**config.mk**
```make
export PLATFORM = sky130hd
export DESIGN_NAME = fault_reg_abort
export DESIGN_NICKNAME = d
export VERILOG_FILES = /design/src/rtl/fr_pkg.sv /design/src/rtl/fr_source_map.sv /design/src/rtl/fr_store.sv /design/src/rtl/fr_abort.sv /design/src/rtl/fault_reg_abort.sv
export SDC_FILE = /design/constraint.sdc
export NUM_CORES = 1
export LEC_CHECK = 0
export BUFFER_PORTS_ARGS = -buffer_cell sky130_fd_sc_hd__buf_2
export CORE_MARGIN = 4
export CORE_UTILIZATION = 35
export CTS_CLUSTER_SIZE = 16
export DETAILED_ROUTE_END_ITERATION = 10
export GPL_TIMING_DRIVEN = 0
export PLACE_DENSITY = 0.68
export SETUP_SLACK_MARGIN = 0.05
export SLEW_MARGIN = 10
export SYNTH_ARGS = -nofsm -noshare
export SYNTH_HDL_FRONTEND = slang
export SYNTH_SLANG_ARGS = --single-unit
```
**constraint.sdc**
```tcl
create_clock -name clk -period 0.85 [get_ports clk]
set_input_delay 0.0425 -clock clk [delete_from_list [all_inputs] [get_ports clk]]
set_output_delay 0.0425 -clock clk [all_outputs]
set_load 0.005 [all_outputs]
```
**src/rtl/fr_pkg.sv**
```systemverilog
package fr_pkg;

    localparam int FR_W = 16;

    // Bit positions decoded by the interrupt logic that reads the register
    localparam int B_PRIM   = 0;
    localparam int B_DPAR   = 4;
    localparam int B_IOADR  = 5;
    localparam int B_IOXF   = 6;
    localparam int B_SPARE  = 7;
    localparam int B_MEMADR = 8;
    localparam int B_SYS_LO = 13;
    localparam int B_SYS_HI = 15;

    // Fault events at one sample point, active high inside the block
    typedef struct packed {
        logic prim;
        logic dpar;
        logic addr;
        logic ioxf;
        logic spare;
        logic sys;
        logic tmo;
        logic mem;
    } flt_evt_t;

    function automatic logic [FR_W-1:0] abort_bits();
        logic [FR_W-1:0] m;
        m = '0;
        m[B_PRIM]   = 1'b1;
        m[B_IOADR]  = 1'b1;
        m[B_MEMADR] = 1'b1;
        return m;
    endfunction

    function automatic logic [FR_W-1:0] set_vector(flt_evt_t e, logic blocked);
        logic [FR_W-1:0] v;
        logic addr_ev;
        v = '0;
        v[B_PRIM]   = e.prim;
        v[B_DPAR]   = e.dpar;
        v[B_IOXF]   = e.ioxf;
        v[B_SPARE]  = e.spare;
        v[B_SYS_LO] = e.sys;
        v[B_SYS_HI] = e.sys;
        addr_ev = (e.addr | e.tmo) & ~blocked;
        v[B_IOADR]  = addr_ev & ~e.mem;
        v[B_MEMADR] = addr_ev & e.mem;
        return v;
    endfunction

endpackage

```
**src/rtl/fr_source_map.sv**
```systemverilog
module fr_source_map
    import fr_pkg::*;
#(
    parameter int W = FR_W
) (
    input  flt_evt_t       evt,
    input  logic           blocked,
    output logic [W-1:0]   set_v
);

    always_comb begin
        set_v = set_vector(evt, blocked);
    end

endmodule

```
**src/rtl/fr_store.sv**
```systemverilog
module fr_store #(
    parameter int W = 16
) (
    input  logic           clk,
    input  logic           rst,
    input  logic [W-1:0]   set_v,
    input  logic           clr_stb,
    input  logic [W-1:0]   clr_mask,
    output logic [W-1:0]   q,
    output logic [W-1:0]   rise
);

    logic [W-1:0] q_nx;

    for (genvar i = 0; i < W; i++) begin : g_bit
        always_comb begin
            q_nx[i] = set_v[i] | (q[i] & ~(clr_stb & clr_mask[i]));
            rise[i] = q_nx[i] & ~q[i];
        end

        always_ff @(posedge clk) begin
            if (rst) q[i] <= 1'b0;
            else     q[i] <= q_nx[i];
        end
    end

    // without a clear strobe no set bit is lost
    assert_sticky_R7: assert property (@(posedge clk) disable iff (rst)
        !clr_stb |=> ((q & $past(q)) == $past(q)));

    // a bit requested by a source is set after the edge even under clear
    assert_set_wins_R7: assert property (@(posedge clk) disable iff (rst)
        1'b1 |=> ((q & $past(set_v)) == $past(set_v)));

endmodule

```
**src/rtl/fr_abort.sv**
```systemverilog
module fr_abort #(
    parameter int              W    = 16,
    parameter logic [W-1:0]    MASK = '0
) (
    input  logic           clk,
    input  logic           rst,
    input  logic [W-1:0]   rise,
    input  logic           blocked,
    output logic           abort_n
);

    logic pend;

    always_ff @(posedge clk) begin
        if (rst) begin
            pend    <= 1'b0;
            abort_n <= 1'b1;
        end else begin
            pend    <= |(rise & MASK);
            abort_n <= ~(pend & ~blocked);
        end
    end

    // a low abort comes from a watched bit rising two edges earlier
    assert_abort_cause_R8: assert property (@(posedge clk) disable iff (rst)
        !abort_n |-> $past(|(rise & MASK), 2));

    // no pulse is issued while a grant or hold was active at its edge
    assert_abort_quiet_R10: assert property (@(posedge clk) disable iff (rst)
        !abort_n |-> !$past(blocked));

endmodule

```
**src/rtl/fault_reg_abort.sv**
```systemverilog
module fault_reg_abort
    import fr_pkg::*;
(
    input  logic               clk,
    input  logic               rst,
    input  logic               prim_flt_n,
    input  logic               dma_par_n,
    input  logic               ext_addr_n,
    input  logic               io_xfer_n,
    input  logic               spare_n,
    input  logic               sys_flt_n,
    input  logic               mem_sel,
    input  logic               bus_tmo,
    input  logic               dma_ack_n,
    input  logic               hold_ack_n,
    input  logic               clr_stb,
    input  logic [FR_W-1:0]    clr_mask,
    output logic [FR_W-1:0]    flt_q,
    output logic               abort_n
);

    localparam int              W     = FR_W;
    localparam logic [W-1:0]    AMASK = abort_bits();

    flt_evt_t     evt;
    logic         blocked;
    logic [W-1:0] set_v;
    logic [W-1:0] rise;

    always_comb begin
        evt.prim  = ~prim_flt_n;
        evt.dpar  = ~dma_par_n;
        evt.addr  = ~ext_addr_n;
        evt.ioxf  = ~io_xfer_n;
        evt.spare = ~spare_n;
        evt.sys   = ~sys_flt_n;
        evt.tmo   = bus_tmo;
        evt.mem   = mem_sel;
        blocked   = ~dma_ack_n | ~hold_ack_n;
    end

    fr_source_map #(.W(W)) u_map (
        .evt     (evt),
        .blocked (blocked),
        .set_v   (set_v)
    );

    fr_store #(.W(W)) u_store (
        .clk      (clk),
        .rst      (rst),
        .set_v    (set_v),
        .clr_stb  (clr_stb),
        .clr_mask (clr_mask),
        .q        (flt_q),
        .rise     (rise)
    );

    fr_abort #(.W(W), .MASK(AMASK)) u_abort (
        .clk     (clk),
        .rst     (rst),
        .rise    (rise),
        .blocked (blocked),
        .abort_n (abort_n)
    );

    // address-error bits do not rise across an edge with grant or hold active
    assert_addr_block_R6: assert property (@(posedge clk) disable iff (rst)
        blocked |=> !(flt_q[B_IOADR] && !$past(flt_q[B_IOADR]))
                 && !(flt_q[B_MEMADR] && !$past(flt_q[B_MEMADR])));

    // system fault sets both of its bits
    assert_sys_pair_R5: assert property (@(posedge clk) disable iff (rst)
        !sys_flt_n |=> (flt_q[B_SYS_LO] && flt_q[B_SYS_HI]));

    // memory-cycle address error lands on bit 8
    assert_mem_addr_R3: assert property (@(posedge clk) disable iff (rst)
        (!ext_addr_n && mem_sel && !blocked) |=> flt_q[B_MEMADR]);

    // IO-cycle address error lands on bit 5
    assert_io_addr_R3: assert property (@(posedge clk) disable iff (rst)
        (!ext_addr_n && !mem_sel && !blocked) |=> flt_q[B_IOADR]);

endmodule

```
# Word level (Yosys, flattened, before mapping)
# Cells that the tools add are included.
[classes]
reduce_logical = 1
bitwise_logic = 79
[op_table]
columns = ["operator", "count"]
rows = [
  ["$and 1x1->1", 39],
  ["$not 1->1", 30],
  ["$or 1x1->1", 10],
  ["$reduce_or 3->1", 1],
]
[word_totals]
ff_bits = 18
out_inout_bits = 17
in_bits = 29
wordCells = 98

# Longest topological paths before layout
[depth]
word_depth = 8
ltp_mapped = 4
depth_no_buf = 3

# Modules after synthesis
# A second synthesis with hierarchy kept.
[hier_totals]
cells_unflattened = 114
hier_area_um2 = 964.7
[modules_own_cells]
columns = ["module", "area_per_inst_um2", "n_inst", "cells_per_inst", "seq_area_each_um2"]
rows = [
  ["fr_store", 750.7, 1, 84, 320.3],
  ["fr_source_map", 130.1, 1, 18, 0.0],
  ["fr_abort", 57.6, 1, 5, 40.0],
  ["fault_reg_abort", 26.3, 1, 7, 0.0],
]

# Least setup slack after synthesis
# Ideal clock, no wire load.
[synth_timing]
path_kind = "register -> register"
start = "register u_store.q[5]"
end = "register u_abort.pend"
synth_period_minus_slack_ps = 762
path_buffers = 0
path_stages_with_launch = 4
setup_time_ps = 118
arrival_ps = 644
required_ps = 732
setup_slack_ps = 88
cell_sequence = "dfxtp_1 > mux2i_1 > a41oi_1 > nor2_1"
[synth_via]
elab_chain_cells = 4
elab_cells_between_ends = 5
cone_classes = "bitwise (4); reduce/logical (1)"
[synth_rtl]
columns = ["element", "line", "source"]
rows = [
  ["start, declared", "fr_store.sv:9", "output logic [W-1:0] q,"],
  ["start signal, assigned by index", "fr_store.sv:23", "else q[i] <= q_nx[i];"],
  ["$and 1x1->1", "fr_store.sv:17", "q_nx[i] = set_v[i] | (q[i] & ~(clr_stb & clr_mask[i]));"],
  ["$or 1x1->1", "fr_store.sv:17", ""],
  ["$and 1x1->1 (*)", "fr_store.sv:18", "rise[i] = q_nx[i] & ~q[i];"],
  ["$reduce_or 3->1 (*)", "fr_abort.sv:19", "pend <= |(rise & MASK);"],
  ["end signal, assigned", "fr_abort.sv:19", ""],
  ["end, declared", "fr_abort.sv:12", "logic pend;"],
]
# Mark *: on every way between the ends. The rest lies on a longest branch, timed or not.
# A chain may end at the register's enable or synchronous reset.

# Worst setup path after layout
[layout_timing]
start = "register u_store.q[5]"
end = "output port flt_q[5]"
[layout_lines]
columns = ["element", "line", "source"]
rows = [
  ["end, declared", "fault_reg_abort.sv:18", "output logic [FR_W-1:0] flt_q,"],
]
# No word-level cell between the ends.

==> flow_summary.json <==
{
  "reg2regPathDepth": 3,
  "status": "completed",
  "critPathKind": "flip-flop to output pin",
  "endpoint": "flt_q[5]",
  "die_h_um": 50.83,
  "fill_cells": 150,
  "drv_cap": 0,
  "synth.top_cell.area_share": 0.5614,
  "portBuffers": 44,
  "row_count": 15,
  "max_clock_freq_ghz": 1.269,
  "rsz0062_at_grt": "yes",
  "avgSynthCellArea_um2": 9.439,
  "num_io_pins": 46,
  "finalWeightedCongestion": 0.6466,
  "setup_viol": 0,
  "postCtsSetupRepairBufs": 0,
  "slowest_stage": "dfxtp_2",
  "hpwlAfterDp_um": 1176,
  "slowest_delay_ns": 0.35,
  "fp.dieW_um": 50.83,
  "drc": 0,
  "n_antenna_cell": 0,
  "synthCells": 68,
  "hold_violations": 0,
  "routedWlPerCell_um": 11.67,
  "drtPass1Iterations": 4,
  "ys_seq_area_frac": 0.5614,
  "overflow": 0,
  "cp-start-kind": "flip-flop",
  "fin_crit_ns": 0.7880,
  "tightest_slew_ns": 0.2135,
  "synth_area_leaders": "dfxtp_1 (56%), a211oi_1 (8.2%), nand2_1 (8.2%), a21oi_1 (5.5%), inv_1 (4.7%)",
  "tns_ns": 0,
  "min_period_over_period": 0.9271,
  "crit_buf_inv": 1,
  "dp_cells": 137,
  "path_cells": "buf_2",
  "drive_above_1_share": 0.5344,
  "nNetsFinal": 161,
  "cts_max_path_buffers": 2,
  "vias": 676,
  "ant_nets": 0,
  "relSlewSlack": 0.8568,
  "r2r_end": "u_store.q[8]",
  "slew_viol_final": 0,
  "arrival_ns": 0.75,
  "grt_usage": 0.1543,
  "postPlaceCellArea_um2": 893.4,
  "finalNonFillerCells": 156,
  "routed_wl_um": 1821,
  "fin_skew_ns": 0.0004798,
  "end_kind": "output pin",
  "crit_cells": 1,
  "insertion_delay_ns": 0.28,
  "hold_class": "input pin to flip-flop",
  "synth_nets": 97,
  "netlist_area_um2": 641.9,
  "synth_cell_types": 14,
  "synth_area_leader_cell": "dfxtp_1",
  "grt_max_degree": 11,
  "ys_seq_elements": 18,
  "core_um2": 1727,
  "cts.sink_count": 18,
  "cts.reportedPaths.clkPinSlew_ns": 0.10,
  "h-tree-depth": 1,
  "leakagePower_nw": 0.5185,
  "cts_buffers": 3,
  "cts_tree": "yes",
  "multi_input_area_um2": 237.7,
  "worstSetupStartpoint": "u_store.q[5]",
  "r2r-start": "u_store.q[8]",
  "syn2layout_area_growth_pct": 77.39,
  "worstPathRequired_ns": 0.81,
  "grt_pass1_wl_um": 2994,
  "p_per_area_nw_per_um2": 1442,
  "r2r_setup_slack_ns": 0.07,
  "ys.warnings.count": 0,
  "die_area_um2": 2583,
  "worst-path-max-fanout": 3,
  "peakVddDrop_uv": 834.5,
  "antenna_found_initial": 0,
  "finish.instance_area_um2": 1139,
  "crit_family": "flip-flops",
  "cts_root_buf": "clkbuf_4",
  "via_per_inst": 4.333,
  "start_util": 0.3717,
  "drtIter0Drc": 9,
  "grt_pass1_vias": 714,
  "power_mw": 1.642,
  "regArea_um2": 380.4
}
## routing by layer
layer | share of wire | global-route usage
met1 | 0.38 | 0.1667
met2 | 0.53 | 0.2935
met3 | 0.081 | 0.04082
met4 | 0.0055 | 0.04036
met5 | 0 | 0
## worst min-delay path by stage
| stage | start | to | slack [ns] | depth (start not counted) |
|---|---|---|---|---|
| after floorplan | sys_flt_n | u_store.q[13] | 0.13 | 1 |
| after global placement | io_xfer_n | u_store.q[6] | 0.22 | 2 |
| after detailed placement | spare_n | u_store.q[7] | 0.23 | 2 |
| after CTS | clr_mask[15] | u_store.q[15] | 0.01 | 4 |
| after global routing | rst | u_store.q[14] | 0.01 | 2 |
| final | rst | u_store.q[10] | 0.01 | 2 |
## cell families after synthesis
logic type | Yosys count | share of synthesized area
AOI/OAI and AO/OA | 18 | 0.1949
buffers and inverters | 11 | 0.07992
DFF | 18 | 0.5614
muxes | 1 | 0.01560
and+or+nand+nor | 20 | 0.1481
## cell usage in the layout, fill, tap and decap left out, drive strengths merged, types with 2 or more instances in the layout
cell and count:
buf 47, a211oi 8, nand2 14, clkbuf 4, nand4b 2, a41oi 2
a21oi 7, inv 8, nor2 3, dlygate4sd3 15, dfxtp 18
## power breakdown
group          internal (mW)  total (mW)  switching [mW]
clock network          0.260       0.508           0.247
registers              0.875       0.890          0.0143
logic                  0.148       0.244          0.0965
total                   1.28        1.64           0.358
## metrics by stage
stage / worst slack, ns / hold slack (ns) / utilization
global route: 0.01278 / 0.01037 / 0.6594
CTS: 0.05117 / 0.01069 / 0.6275
detailed placement: 0.05647 / 0.2285 / 0.5174
finish: 0.06197 / 0.01196 / 0.6594
global placement: 0.07977 / 0.2171 / 0.5174
floorplan: 0.08778 / 0.1343 / -
## final cells by class
cell class,instances,area share
clock buffers,4,0.03187
multi-input cells,39,0.2088
inverters,8,0.02637
plain buffers,3,0.01868
well taps,25,0.02747
repair buffers,59,0.3527
flip-flops and latches,18,0.3341
## synth_stat cells (all sizes together)
master	instances
mux2i	1
a21boi	1
a21oi	7
inv	8
nand2b	1
dfxtp	18
a211oi	8
nand2	14
buf	3
nor2	3
nand4b	2
a41oi	2
## state kept, by name, summed over array words and instances (netlist names)
signal	count
u_abort.abort_n	1
u_abort.pend	1
u_store.q	16
## what timing repair did
item | CTS | global route
hold buffers | 15 | 0
gates resized for setup | 3 | 21
setup endpoints to repair | 4 | 18
endpoints found under the hold margin | 15 | 0
pin swaps | 0 | 1
## worst register-to-register path: stages, from the launching register on
cell and delay [ns]:
dfxtp_2 0.33, a21boi_1 0.12, a41oi_1 0.16, nor2_1 0.06
Note: power is estimated with default switching activity, not from simulation.
